$ cat config.mk
export PLATFORM = sky130hd
export DESIGN_NAME = err_char_cnt
export DESIGN_NICKNAME = d
export VERILOG_FILES = /design/src/rtl/err_cnt_pkg.sv /design/src/rtl/err_cnt_core.sv /design/src/rtl/err_cnt_snap.sv /design/src/rtl/err_char_cnt.sv
export SDC_FILE = /design/constraint.sdc
export NUM_CORES = 1
export LEC_CHECK = 0
export ABC_AREA = 1
export BUFFER_PORTS_ARGS = -buffer_cell sky130_fd_sc_hd__buf_4
export CAP_MARGIN = 20
export CORE_MARGIN = 4
export CORE_UTILIZATION = 45
export CTS_CLUSTER_DIAMETER = 100
export DETAILED_ROUTE_END_ITERATION = 10
export HOLD_SLACK_MARGIN = 0.1
export PLACE_DENSITY_LB_ADDON = 0.05
export SLEW_MARGIN = 20
export SYNTH_ARGS = -nofsm -noshare
export SYNTH_HDL_FRONTEND = slang
export SYNTH_SLANG_ARGS = --single-unit
$ cat constraint.sdc
create_clock -name clk_i -period 1.65 [get_ports clk_i]
set_input_delay 0 -clock clk_i [delete_from_list [all_inputs] [get_ports clk_i]]
set_output_delay 0 -clock clk_i [all_outputs]
set_load 0.005 [all_outputs]
$ cat src/rtl/err_cnt_pkg.sv
package err_cnt_pkg;
  typedef enum logic {
    SEL_HI = 1'b0,
    SEL_LO = 1'b1
  } word_sel_e;
endpackage

$ cat src/rtl/err_cnt_core.sv
module err_cnt_core #(
  parameter int unsigned CNT_W = 32
) (
  input  logic             clk_i,
  input  logic             rst_ni,
  input  logic             inc_i,
  input  logic             clr_i,
  output logic [CNT_W-1:0] cnt_o
);
  localparam logic [CNT_W-1:0] CNT_MAX = '1;

  logic sat;
  assign sat = (cnt_o == CNT_MAX);

  always_ff @(posedge clk_i or negedge rst_ni) begin
    if (!rst_ni)                cnt_o <= '0;
    else if (clr_i)             cnt_o <= {{(CNT_W-1){1'b0}}, inc_i};
    else if (inc_i && !sat)     cnt_o <= cnt_o + 1'b1;
  end


  inc_step_chk: assert property (@(posedge clk_i) disable iff (!rst_ni)
    (inc_i && !clr_i && cnt_o != CNT_MAX) |=> cnt_o == $past(cnt_o) + 1'b1);


  clr_restart_chk: assert property (@(posedge clk_i) disable iff (!rst_ni)
    clr_i |=> cnt_o == {{(CNT_W-1){1'b0}}, $past(inc_i)});


  no_wrap_chk: assert property (@(posedge clk_i) disable iff (!rst_ni)
    (cnt_o == CNT_MAX && !clr_i) |=> cnt_o == CNT_MAX);


  idle_hold_chk: assert property (@(posedge clk_i) disable iff (!rst_ni)
    (!inc_i && !clr_i) |=> $stable(cnt_o));
endmodule

$ cat src/rtl/err_cnt_snap.sv
module err_cnt_snap #(
  parameter int unsigned BUS_W = 16
) (
  input  logic             clk_i,
  input  logic             rst_ni,
  input  logic             cap_i,
  input  logic [BUS_W-1:0] d_i,
  output logic [BUS_W-1:0] q_o
);
  always_ff @(posedge clk_i or negedge rst_ni) begin
    if (!rst_ni)    q_o <= '0;
    else if (cap_i) q_o <= d_i;
  end


  snap_take_chk: assert property (@(posedge clk_i) disable iff (!rst_ni)
    cap_i |=> q_o == $past(d_i));


  snap_keep_chk: assert property (@(posedge clk_i) disable iff (!rst_ni)
    !cap_i |=> $stable(q_o));
endmodule

$ cat src/rtl/err_char_cnt.sv
module err_char_cnt
  import err_cnt_pkg::*;
#(
  parameter int unsigned CNT_W = 32,
  parameter int unsigned BUS_W = 16
) (
  input  logic             clk_i,
  input  logic             rst_ni,
  input  logic             char_vld_i,
  input  logic             char_err_i,
  input  logic             rd_i,
  input  logic             rd_sel_i,
  output logic [BUS_W-1:0] rd_data_o
);
  localparam int unsigned HI_W = CNT_W - BUS_W;

  logic [CNT_W-1:0] cnt;
  logic [BUS_W-1:0] hold;
  logic [BUS_W-1:0] hi_word;
  logic             inc;
  logic             rd_hi;
  word_sel_e        sel;

  assign sel   = word_sel_e'(rd_sel_i);
  assign inc   = char_vld_i & char_err_i;
  assign rd_hi = rd_i & (sel == SEL_HI);

  err_cnt_core #(.CNT_W(CNT_W)) u_core (
    .clk_i (clk_i),
    .rst_ni(rst_ni),
    .inc_i (inc),
    .clr_i (rd_hi),
    .cnt_o (cnt)
  );

  err_cnt_snap #(.BUS_W(BUS_W)) u_snap (
    .clk_i (clk_i),
    .rst_ni(rst_ni),
    .cap_i (rd_hi),
    .d_i   (cnt[BUS_W-1:0]),
    .q_o   (hold)
  );

  generate
    if (HI_W == BUS_W) begin : g_hi_full
      assign hi_word = cnt[CNT_W-1:BUS_W];
    end else begin : g_hi_pad
      assign hi_word = {{(BUS_W-HI_W){1'b0}}, cnt[CNT_W-1:BUS_W]};
    end
  endgenerate

  assign rd_data_o = (sel == SEL_HI) ? hi_word : hold;

  initial begin

    width_fit_chk: assert (CNT_W > BUS_W && CNT_W <= 2 * BUS_W);
  end


  lo_read_quiet_chk: assert property (@(posedge clk_i) disable iff (!rst_ni)
    (rd_i && sel == SEL_LO && !inc) |=> ($stable(cnt) && $stable(hold)));
endmodule

Yosys cells after proc, flatten, opt, wreduce, memory -nomap -nowiden:

Cells that the tools add are included.

* add/subtract/negate cells: 1
* equality and inequality tests: 1
* mux-type cells: 3
* bitwise operators: 3
* reductions and logical operators: 3

Operators by type and width (count)
* 2-to-1 mux 32 bit: 2
* adder 32 x 1 -> 32 bit (second input constant): 1
* equality test 32 bit (second input constant): 1
* 2-to-1 mux 16 bit: 1
* bitwise AND 1 bit: 2
* nonzero test 2 bit: 1
* logical AND 1 bit: 1
* logical NOT 1 bit: 1
* inverter 1 bit: 1

* flip-flop bits (word level): 48
* input port bits: 6
* output and inout bits: 16
* word-level logic and storage cells: 13

Depth between registers and ports, before layout:

Gate-level depths: netlist (run 1).

* word-level depth: 5
* gate-level depth with buffers: 11
* gate-level depth less buffers: 10

Hierarchy:

A second synthesis (run 1) with hierarchy kept.

* cell total of the unflattened synthesis: 447
* area, all modules: 3316.9 sq um

By module, submodules not included
* err_cnt_core: times used 1, cells each 323, area each 2413.6 sq um, seq. area each 800.8 sq um
* err_cnt_snap: times used 1, cells each 68, area each 644.4 sq um, seq. area each 400.4 sq um
* err_char_cnt: times used 1, cells each 56, area each 259.0 sq um, seq. area each 0.0 sq um

Worst setup path before layout (run 1):

No wires, ideal clock.

* path type: register -> register
* from: reg u_core.cnt_o[1]
* to: reg u_core.cnt_o[21]
* arrival: 1.539 ns
* path slack: -0.006 ns
* stages on the path, launching flop included: 12
* buffers on the path: 1
* path through: dfrtp_1 ha_1 nand2_1 nor2_2 nand2_4 nor2_8 nand2_4 nand3_4 inv_2 buf_6 nand2_1 nand2_1

* cells in the longest elaborated chain, start to end: 4
* elaborated cells between the ends (all ways): 7
* classes of those cells: add/sub (1); eq/ne (1); mux (2); reduce/logical (3)

RTL lines
* from (decl): RTL line err_cnt_core.sv:8 `output logic [CNT_W-1:0] cnt_o`
* from (signal assigned): RTL line err_cnt_core.sv:17 `else if (clr_i) cnt_o <= {{(CNT_W-1){1'b0}}, inc_i};`
* from (signal assigned): RTL line err_cnt_core.sv:18 `else if (inc_i && !sat) cnt_o <= cnt_o + 1'b1;`
* parallel branches: the longest is 4 deep, another holds adder 32 x 1 -> 32 bit

Parallel ways; which one is timed is not known. The select of a mux whose other input is x is not followed.
A chain may end at the register's enable or synchronous reset.

Worst setup path in the final report (run 1):

* from: reg u_core.cnt_o[5]
* to: reg u_core.cnt_o[17]

The elaborated chain is that of the path after synthesis.

==> results of run 1 <==
[placed cells by master, fill, tap and decap left out]
cell type,count
clkinv_1,1
buf_12,2
inv_1,34
nand3_4,1
clkbuf_16,3
nand2_8,2
nor2_4,5
nand2_1,197
nand3_1,39
inv_2,2
dlygate4sd3_1,1
inv_4,1
o21ai_0,31
o21ai_1,10
buf_16,1
bufinv_16,3
clkbuf_8,5
nand2_4,2
nor2_8,1
nand3_2,12
nand2_2,3
xnor2_1,1
nor2_2,8
ha_2,1
nor2_1,42
nand4_1,2
xor2_1,7
buf_8,1
o21ai_2,1
dfrtp_2,7
dfrtp_1,41
buf_4,56
[worst min-delay path: cells and delay by family]
| kind | cells | cell delay (ps) |
|---|---|---|
| buf+inv | 2 | 280 |
| simple gates | 3 | 150 |
[sequential cells by signal, summed over array words and instances (netlist names)]
register      flops
u_snap.q_o       16
u_core.cnt_o     32
[cell families (layout without fill, tap and decap cells)]
| family | after synthesis | after routing | synth area share |
|---|---|---|---|
| compound gates | 42 | 42 | 0.06911 |
| xor+xnor | 8 | 8 | 0.02304 |
| fa+ha+maj | 1 | 1 | 0.004113 |
| buf+inv | 53 | 110 | 0.07322 |
| flops | 48 | 48 | 0.3949 |
| simple gates | 314 | 314 | 0.4356 |
[routing by layer]
| layer | vias to the layer above | wire (um) | global-route usage |
|---|---|---|---|
| met5 | - | 0 | 0 |
| met1 | 1495 | 4261 | 0.3086 |
| met2 | 93 | 4561 | 0.3808 |
| met3 | 7 | 501 | 0.02671 |
| met4 | 0 | 77 | 0.04082 |
| li1 | 1575 | - | - |
[through the flow]
stage	hold slack (ps)	util	instances	area, um2	TNS (ps)
2_1_floorplan	-295.6	-	466	3047	0
3_3_place_gp	70.90	0.5386	580	3478	0
3_5_place_dp	75.48	0.5386	580	3478	-45.63
4_1_cts	149.0	0.5748	592	3712	-11.97
5_1_grt	179.8	0.6112	600	3948	-787.6
6_report	150.8	0.6112	600	3948	0
[how the worst max path moves through the flow]
stage                         start               end  slack [ps]  cells after the start
floorplan           u_core.cnt_o[1]  u_core.cnt_o[21]          20                     11
global placement    u_core.cnt_o[0]  u_core.cnt_o[30]          60                     10
detailed placement  u_core.cnt_o[1]  u_core.cnt_o[18]         -30                     10
CTS                 u_core.cnt_o[1]  u_core.cnt_o[18]          -8                     10
global route        u_core.cnt_o[4]  u_core.cnt_o[31]         -50                      9
finish              u_core.cnt_o[5]  u_core.cnt_o[17]          20                      9
[area by class of cell]
class	count	area, um2
fillers	646	2511
flip-flops and latches	48	1210
clock buffers	5	68.82
well taps	77	96.34
inverters	38	145.1
multi-input cells	365	1749
repair buffers	64	588.1
clock inverters	3	90.09
[where the power goes]
| group | leakage (uW) | internal [uW] | total, uW | switching (uW) |
|---|---|---|---|---|
| Clock | 0.0000784 | 758 | 1200 | 446 |
| Sequential | 0.000650 | 1230 | 1260 | 35.1 |
| Combinational | 0.00112 | 152 | 365 | 212 |
| Total | 0.00185 | 2140 | 2830 | 693 |
[what timing repair did]
item | in CTS | in global routing
endpoints found under the hold margin | 48 | 0
resized for setup | 6 | 38
setup endpoints to repair | 12 | 32
gates cloned | 1 | 3
pin swaps | 3 | 18
buffers inserted | 2 | 5
hold buffers | 1 | 0
==> results.cfg, run 1 <==
[outcome]
outcome = finished clean

[final_layout]
n_antenna_cell = 0
syn_to_final_growth_pct = 29.78
drive_gt1_frac = 0.2237
nets = 529

[critical_path]
arrival_ps = 1870
ff2ff_setup_slack_ps = 20
r2r-start = u_core.cnt_o[5]
cpLargestDelayFamily = simple AND/OR/NAND/NOR gates
crit_required_ps = 1900
endpoint_kind = register
cp_num_buf_inv = 1
cp_common_cell = nand2_8
r2r_cells = 9
crit_type = register to register
worstSetupStartpointType = register
crit_chain = nand2_2 -> nor2_4 -> nand2_4 -> nor2_8 -> nand2_8 -> nand2_8 -> clkbuf_16 -> nand3_2 -> o21ai_1
path_max_fanout = 7
crit_path_top_delay_cell = dfrtp_1
r2r-end = u_core.cnt_o[17]
critPathMaxStageDelay_ps = 480

[worst_hold_path]
hold-path-endpoint = u_snap.q_o[10]
holdCritStartpoint = rd_sel_i
hold_class = primary input to register
hold_depth = 5

[yosys]
synth_edf_count = 0
synth_area_um2 = 3042
seq_area_frac_synth = 0.3949
ys_warn_count = 0
syn-instance-count = 466
async_reset_ff_frac = 1.000
syn_avg_cell_area_um2 = 6.527
synth.distinct_cells = 24
yosysMostFrequentCell = nand2_1
synth_seq_cells = 48
synth.top_cells.by_count = nand2_1 (199), nand3_1 (51), nor2_1 (49)
yosysTopAreaCell = dfrtp_1
synth_area_leaders = dfrtp_1 (39%), nand2_1 (25%), nand3_1 (8.4%)
yosys_most_used_dff = dfrtp_1
synth_top_area_frac = 0.3949
syn_nets = 473

[clocking]
clock_path_buffers = 2
clk_latency_ps = 310
clock-root-buffer = clkbuf_8
numCtsBuffers = 5
htreeDepth = 2
cts_tree = built
cts_num_sinks = 48
cts.clk_slew.worst_paths_ps = 100

[die]
die_h_um = 90.22
die_w_um = 90.22
fp.coreArea_um2 = 6459
rows = 29
boundaryPins = 22
start_util = 0.4709
die_area_um2 = 8139

[grt]
grt_pass1_vias = 2923
grt_pass1_wl_um = 14700
gr-total-overflow = 0
grt_max_degree = 49
antenna_found_initial = 0
grt_use_total = 0.2236

[drt]
ant_nets = 0
routed_wl_um = 9402
first_pass_iters = 5
drcViolationCount = 0
avgViaCountPerCell = 5.283
drt_iter0_markers = 251
num_vias = 3170
wl_per_cell_um = 15.67

[placed_design]
place_congestion = 0.8886
pre_cts_ws_ps = -30.76
io_buffers = 21
hpwlAfterDp_um = 6504

[timing]
fmax_mhz = 614.6
worst_slew_pin_slew_ps = 645.9
fin_worst_skew_ps = 8.598
fin_crit_ps = 1627
finalHoldViolCount = 0
relSlewSlack = 0.5694
layout_setup_ws_ps = 22.93
maxSlewViolCount = 0
rsz0062_at_grt = yes
fin_crit_sh = 0.9861
setup_violations = 0

[power]
power_density_nw_per_um2 = 716.9
leakagePower_uw = 0.001853
vdd_ir_drop_max_v = 0.0005767
total_power_uw = 2830

[run]
cap_violations = 0
Power figures use the tool's default switching activity.
==> run 2, diff against run 1 <==
--- a/config.mk
+++ b/config.mk
@@ -17,4 +17,5 @@
 export SLEW_MARGIN = 20
 export SYNTH_ARGS = -nofsm -noshare
 export SYNTH_HDL_FRONTEND = slang
+export SYNTH_HIERARCHICAL = 1
 export SYNTH_SLANG_ARGS = --single-unit
==> results.cfg, run 2 <==
[outcome]
outcome = finished clean

[power]
clock_power_share = 0.339
p_int_uw = 1634
total_power_uw = 2238
vdd_ir_drop_max_v = 0.0003881
leakagePower_uw = 0.001890
switching_power_uw = 603.8
netSwitchingFraction = 0.2698
power_density_nw_per_um2 = 555.4
p_seq_frac = 0.544
comb_power_share = 0.117

[final_layout]
largest_reg_flops = 32
final_common_cell = nand2_1
nets = 519
regMostFlops = u_core/cnt_o
layout_common_cells = nand2_1 (188), buf_4 (64), dfrtp_1 (46)
drive_gt1_frac = 0.3021
syn_to_final_growth_pct = 21.50
reg_top3 = u_core/cnt_o (32), u_snap/q_o (16)
n_antenna_cell = 0

[timing]
finalHoldViolCount = 0
fmax_mhz = 614.5
rsz0062_at_grt = yes
fin_crit_ps = 1627
fin_crit_sh = 0.9862
fin_worst_skew_ps = 7.550
worst_slew_pin_slew_ps = 630.0
fin_setup_tns_ps = 0
maxSlewViolCount = 0
setup_violations = 0
holdWs_ps = 260.4
relSlewSlack = 0.5800

[critical_path]
crit_type = register to register
worstSetupStartpointType = register
r2r-start = u_core/cnt_o[0]
path_max_fanout = 7
endpoint_kind = register
critPathMaxStageDelay_ps = 420
crit_chain = ha_4 -> nand2_2 -> nor2_4 -> nand2_4 -> nor2_8 -> nand2_8 -> nand3_4 -> buf_12 -> o21ai_0
crit_start = u_core/cnt_o[0]
arrival_ps = 1860
crit_required_ps = 1880
crit_path_top_delay_cell = dfrtp_1

[die]
start_util = 0.4598
rows = 31
die_w_um = 93.86
die_area_um2 = 8809
boundaryPins = 22
die_h_um = 93.86
fp.coreArea_um2 = 7214

[clocking]
clock_path_buffers = 2
cts.clk_slew.worst_paths_ps = 90
cts_num_sinks = 48
clock-root-buffer = clkbuf_8
htreeDepth = 2
clk_latency_ps = 310
cts_tree = built
numCtsBuffers = 5

[yosys]
synth_area_leaders = dfrtp_1 (36%), nand2_1 (22%), o21ai_2 (6.3%)
synth.top_cells.by_count = nand2_1 (193), dfrtp_1 (48), nand3_1 (40)
syn-instance-count = 447
synth.distinct_cells = 29
seq_area_frac_synth = 0.3621
synth_edf_count = 0
yosysMostFrequentCell = nand2_1
synth_top_area_frac = 0.3621
syn_nets = 454
ys_warn_count = 6
yosysTopAreaCell = dfrtp_1
async_reset_ff_frac = 1.000
yosys_most_used_dff = dfrtp_1
synth_area_um2 = 3317
synth_seq_cells = 48
syn_avg_cell_area_um2 = 7.420

[drt]
first_pass_iters = 5
avgViaCountPerCell = 4.944
num_vias = 3026
routed_wl_um = 9121
wl_per_cell_um = 14.90
drcViolationCount = 0
drt_iter0_markers = 157
ant_nets = 0

[worst_hold_path]
hold_class = primary input to asynchronous set/reset pin

[placed_design]
hpwlAfterDp_um = 6562
place_congestion = 0.8597
io_buffers = 21

[grt]
grt_max_degree = 49
grt_pass1_vias = 2817
grt_use_total = 0.2111
grt_pass1_wl_um = 14280
antenna_found_initial = 0
gr-total-overflow = 0

[run]
cap_violations = 0
[run 2: cell count changes after synthesis, sizes merged, moves of 6 or more]
cell / delta
clkbuf: -7
o21ai: -14
nor2: -11
o21bai: +6
inv: -6
buf: +6
[run 2: per-layer routing]
metal / global-route usage / up-vias / routed length [um]
li1: - / 1530 / -
met2: 0.3554 / 82 / 4421
met3: 0.02724 / 12 / 444
met1: 0.2890 / 1402 / 4114
met4: 0.04813 / 0 / 140
met5: 0 / - / 0
[run 2: area by class of cell]
type                    count  area (um2)
multi-input cells         354        1872
repair buffers             71       603.1
clock buffers               6       82.58
well taps                  99       123.9
inverters                  32       130.1
fillers                   713        3184
clock inverters             2       15.01
flip-flops and latches     48        1204
[run 2: through the flow]
step | cell area [um2] | utilization | instances | worst slack [ps]
after floorplan | 3317 | - | 447 | 59.93
after CTS | 3854 | 0.5342 | 603 | 24.62
after detailed placement | 3746 | 0.5193 | 594 | 46.45
after global placement | 3746 | 0.5193 | 594 | 86.15
after global routing | 4030 | 0.5586 | 612 | -55.81
final | 4030 | 0.5586 | 612 | 22.79
[run 2: critical path, delay by kind of cell (launching register included)]
kind	cells	cell delay, ps
simple gates	6	570
flops	1	420
compound gates	1	160
buf+inv	1	220
fa+ha+maj	1	170
[run 2: kinds of logic (layout without fill, tap and decap cells)]
logic type / Yosys count / in the layout / synth area share
and+or+nand+nor: 307 / 308 / 0.4270
DFF: 48 / 48 / 0.3621
buffers and inverters: 46 / 111 / 0.09506
AOI/OAI and AO/OA: 34 / 34 / 0.08299
xor gates and xnor gates: 11 / 11 / 0.02904
adders and majority gates: 1 / 1 / 0.003772
[run 2: power by group through the flow]
stage / Combinational [uW] / Sequential, uW / Clock [uW]
floorplan: 162 / 1240 / 0
finish: 262 / 1220 / 759
global route: 289 / 1220 / 835
detailed placement: 230 / 1240 / 0
CTS: 233 / 1210 / 784
global placement: 230 / 1240 / 0
[run 2: final timing paths]
check	end	cells after the start	slack [ps]
min reg2reg	u_snap/q_o[9]	2	480
min	u_snap/q_o[12]	2	260
max	u_core/cnt_o[19]	9	20
min in group clk_i	u_snap/q_o[7]	6	300
max reg2reg	u_core/cnt_o[19]	9	20
max in group asynchronous	u_core/cnt_o[10]	2	950
[run 2: repair_timing]
item                                   in CTS  in global routing
setup buffers                               0                  6
gates resized for setup                     0                 22
setup endpoints to repair                   0                 32
hold buffers                                1                  0
endpoints found under the hold margin      48                  0
==> run 3, diff against run 2 <==
--- a/config.mk
+++ b/config.mk
@@ -5,11 +5,10 @@
 export SDC_FILE = /design/constraint.sdc
 export NUM_CORES = 1
 export LEC_CHECK = 0
-export ABC_AREA = 1
 export BUFFER_PORTS_ARGS = -buffer_cell sky130_fd_sc_hd__buf_4
 export CAP_MARGIN = 20
 export CORE_MARGIN = 4
-export CORE_UTILIZATION = 45
+export CORE_UTILIZATION = 50
 export CTS_CLUSTER_DIAMETER = 100
 export DETAILED_ROUTE_END_ITERATION = 10
 export HOLD_SLACK_MARGIN = 0.1
==> results.cfg, run 3 <==
[final_layout]
nets = 338
regMostFlops = u_core/cnt_o
drive_gt1_frac = 0.5227
layout_common_cells = buf_4 (83), dfrtp_1 (46), mux2_4 (19)
final_common_cell = buf_4
syn_to_final_growth_pct = 34.03
final_area_um2 = 3750
n_antenna_cell = 0
reg_top3 = u_core/cnt_o (32), u_snap/q_o (16)
largest_reg_flops = 32

[outcome]
outcome = finished, violations left
violations = negative setup slack

[critical_path]
crit_required_ps = 1880
worstSetupStartpointType = register
ff2ff_setup_slack_ps = -250
path_max_fanout = 8
r2r_cells = 7
arrival_ps = 2130
endpoint_kind = register
crit_type = register to register
r2r-end = u_core/cnt_o[25]
r2r-start = u_core/cnt_o[0]

[timing]
fin_worst_skew_ps = 5.990
fin_setup_tns_ps = -4503
worst_slew_pin_slew_ps = 624.4
fin_crit_sh = 1.154
layout_setup_ws_ps = -254.4
fmax_mhz = 525.1
setup_violations = 32
maxSlewViolCount = 0
finalHoldViolCount = 0
fin_crit_ps = 1904
rsz0062_at_grt = yes
relSlewSlack = 0.5837

[yosys]
yosys_most_used_dff = dfrtp_1
yosysMostFrequentCell = dfrtp_1
synth_edf_count = 0
synth_top_area_frac = 0.4293
syn_nets = 255
ys_warn_count = 6
synth.distinct_cells = 50
yosysTopAreaCell = dfrtp_1
syn-instance-count = 248
synth_seq_cells = 48
seq_area_frac_synth = 0.4293
synth_area_leaders = dfrtp_1 (43%), mux2_4 (10%), mux2_2 (6.0%)
syn_avg_cell_area_um2 = 11.28
synth_area_um2 = 2798
synth.top_cells.by_count = dfrtp_1 (48), mux2_4 (19), a21oi_1 (18)
async_reset_ff_frac = 1.000

[power]
p_int_uw = 1687
vdd_ir_drop_max_v = 0.0003613
power_density_nw_per_um2 = 589.9
switching_power_uw = 525.6
comb_power_share = 0.104
clock_power_share = 0.343
p_seq_frac = 0.553
netSwitchingFraction = 0.2376
leakagePower_uw = 0.001676

[placed_design]
hpwlAfterDp_um = 4459
placed_cell_area_um2 = 3403
io_buffers = 21
place_congestion = 0.7768

[die]
die_area_um2 = 6856
start_util = 0.5309
rows = 26
fp.coreArea_um2 = 5270
die_w_um = 82.80
boundaryPins = 22
die_h_um = 82.80

[grt]
grt_pass1_wl_um = 11150
grt_max_degree = 54
antenna_found_initial = 0
gr-total-overflow = 0
grt_use_total = 0.1988
grt_pass1_vias = 2277

[drt]
drcViolationCount = 0
wl_per_cell_um = 16.56
drt_iter0_markers = 103
first_pass_iters = 4
avgViaCountPerCell = 5.559
num_vias = 2229
routed_wl_um = 6639
ant_nets = 0

[clocking]
htreeDepth = 2
clock_path_buffers = 2
cts_num_sinks = 48
cts.clk_slew.worst_paths_ps = 90
numCtsBuffers = 5
clk_latency_ps = 300
cts_tree = built
clock-root-buffer = clkbuf_8

[worst_hold_path]
hold_class = primary input to asynchronous set/reset pin

[run]
cap_violations = 0
## run 3: power groups by stage
stage / clock, uW / sequential, uW / combinational, uW
6_report: 759 / 1220 / 230
5_1_grt: 829 / 1230 / 254
4_1_cts: 789 / 1220 / 229
3_5_place_dp: 0 / 1250 / 217
3_3_place_gp: 0 / 1240 / 212
2_1_floorplan: 0 / 1250 / 124
## run 3: kinds of logic (layout without fill, tap and decap cells)
kind of cell / Yosys count / count (layout) / share of synthesized area
flops: 48 / 48 / 0.4293
mux: 36 / 36 / 0.1699
simple gates: 89 / 89 / 0.2048
fa+ha+maj: 1 / 1 / 0.004472
xor+xnor: 8 / 8 / 0.02505
buf+inv: 21 / 104 / 0.06171
compound gates: 45 / 45 / 0.1046
## run 3: worst max path at each step
stage | cells past startpoint | slack, ps | endpoint | from
6_report | 7 | -250 | u_core/cnt_o[25] | u_core/cnt_o[0]
5_1_grt | 7 | -350 | u_core/cnt_o[1] | u_core/cnt_o[19]
4_1_cts | 6 | -270 | u_core/cnt_o[25] | u_core/cnt_o[0]
2_1_floorplan | 7 | -190 | u_core/cnt_o[26] | u_core/cnt_o[18]
3_5_place_dp | 6 | -300 | u_core/cnt_o[25] | u_core/cnt_o[0]
3_3_place_gp | 6 | -220 | u_core/cnt_o[27] | u_core/cnt_o[1]
## run 3: metrics by stage
| stage | setup slack [ps] | power [uW] | instances | hold slack, ps | util |
|---|---|---|---|---|---|
| 2_1_floorplan | -189.9 | 1372 | 248 | -295.6 | - |
| 3_3_place_gp | -221.5 | 1457 | 386 | 53.95 | 0.6458 |
| 3_5_place_dp | -300.7 | 1464 | 386 | 61.40 | 0.6458 |
| 4_1_cts | -270.8 | 2241 | 399 | 275.4 | 0.7004 |
| 5_1_grt | -351.6 | 2311 | 401 | 295.4 | 0.7115 |
| 6_report | -254.4 | 2212 | 401 | 238.0 | 0.7115 |
## run 3: layout make-up
type	instances	area (um2)
Clock buffer	7	96.34
Fill cell	405	1520
Inverter	4	15.01
Multi-Input combinational cell	179	1604
Sequential cell	48	1204
Tap cell	70	87.58
Timing Repair Buffer	93	743.2
## run 3: repair_timing
| action | in CTS | in global routing |
|---|---|---|
| hold buffers | 1 | 0 |
| setup endpoints to repair | 32 | 32 |
| gates resized for setup | 28 | 13 |
| pin swaps | 25 | 15 |
| endpoints found under the hold margin | 48 | 0 |
| buffers inserted | 5 | 3 |
## run 3: worst max-delay path, cell delays in order (launching register included)
cell and delay (ps):
dfrtp_1 420, ha_2 190, and3_4 200, nand3_4 130, o31ai_4 120, buf_6 170
or4_4 480, a21oi_2 140
## run 3: routing by layer
layer,global-route usage,up-vias,part of all wire
met3,0.03861,4,0.032
met5,0,-,0
met4,0.05349,0,0.0078
met2,0.3316,35,0.50
li1,-,1079,-
met1,0.2642,1111,0.46
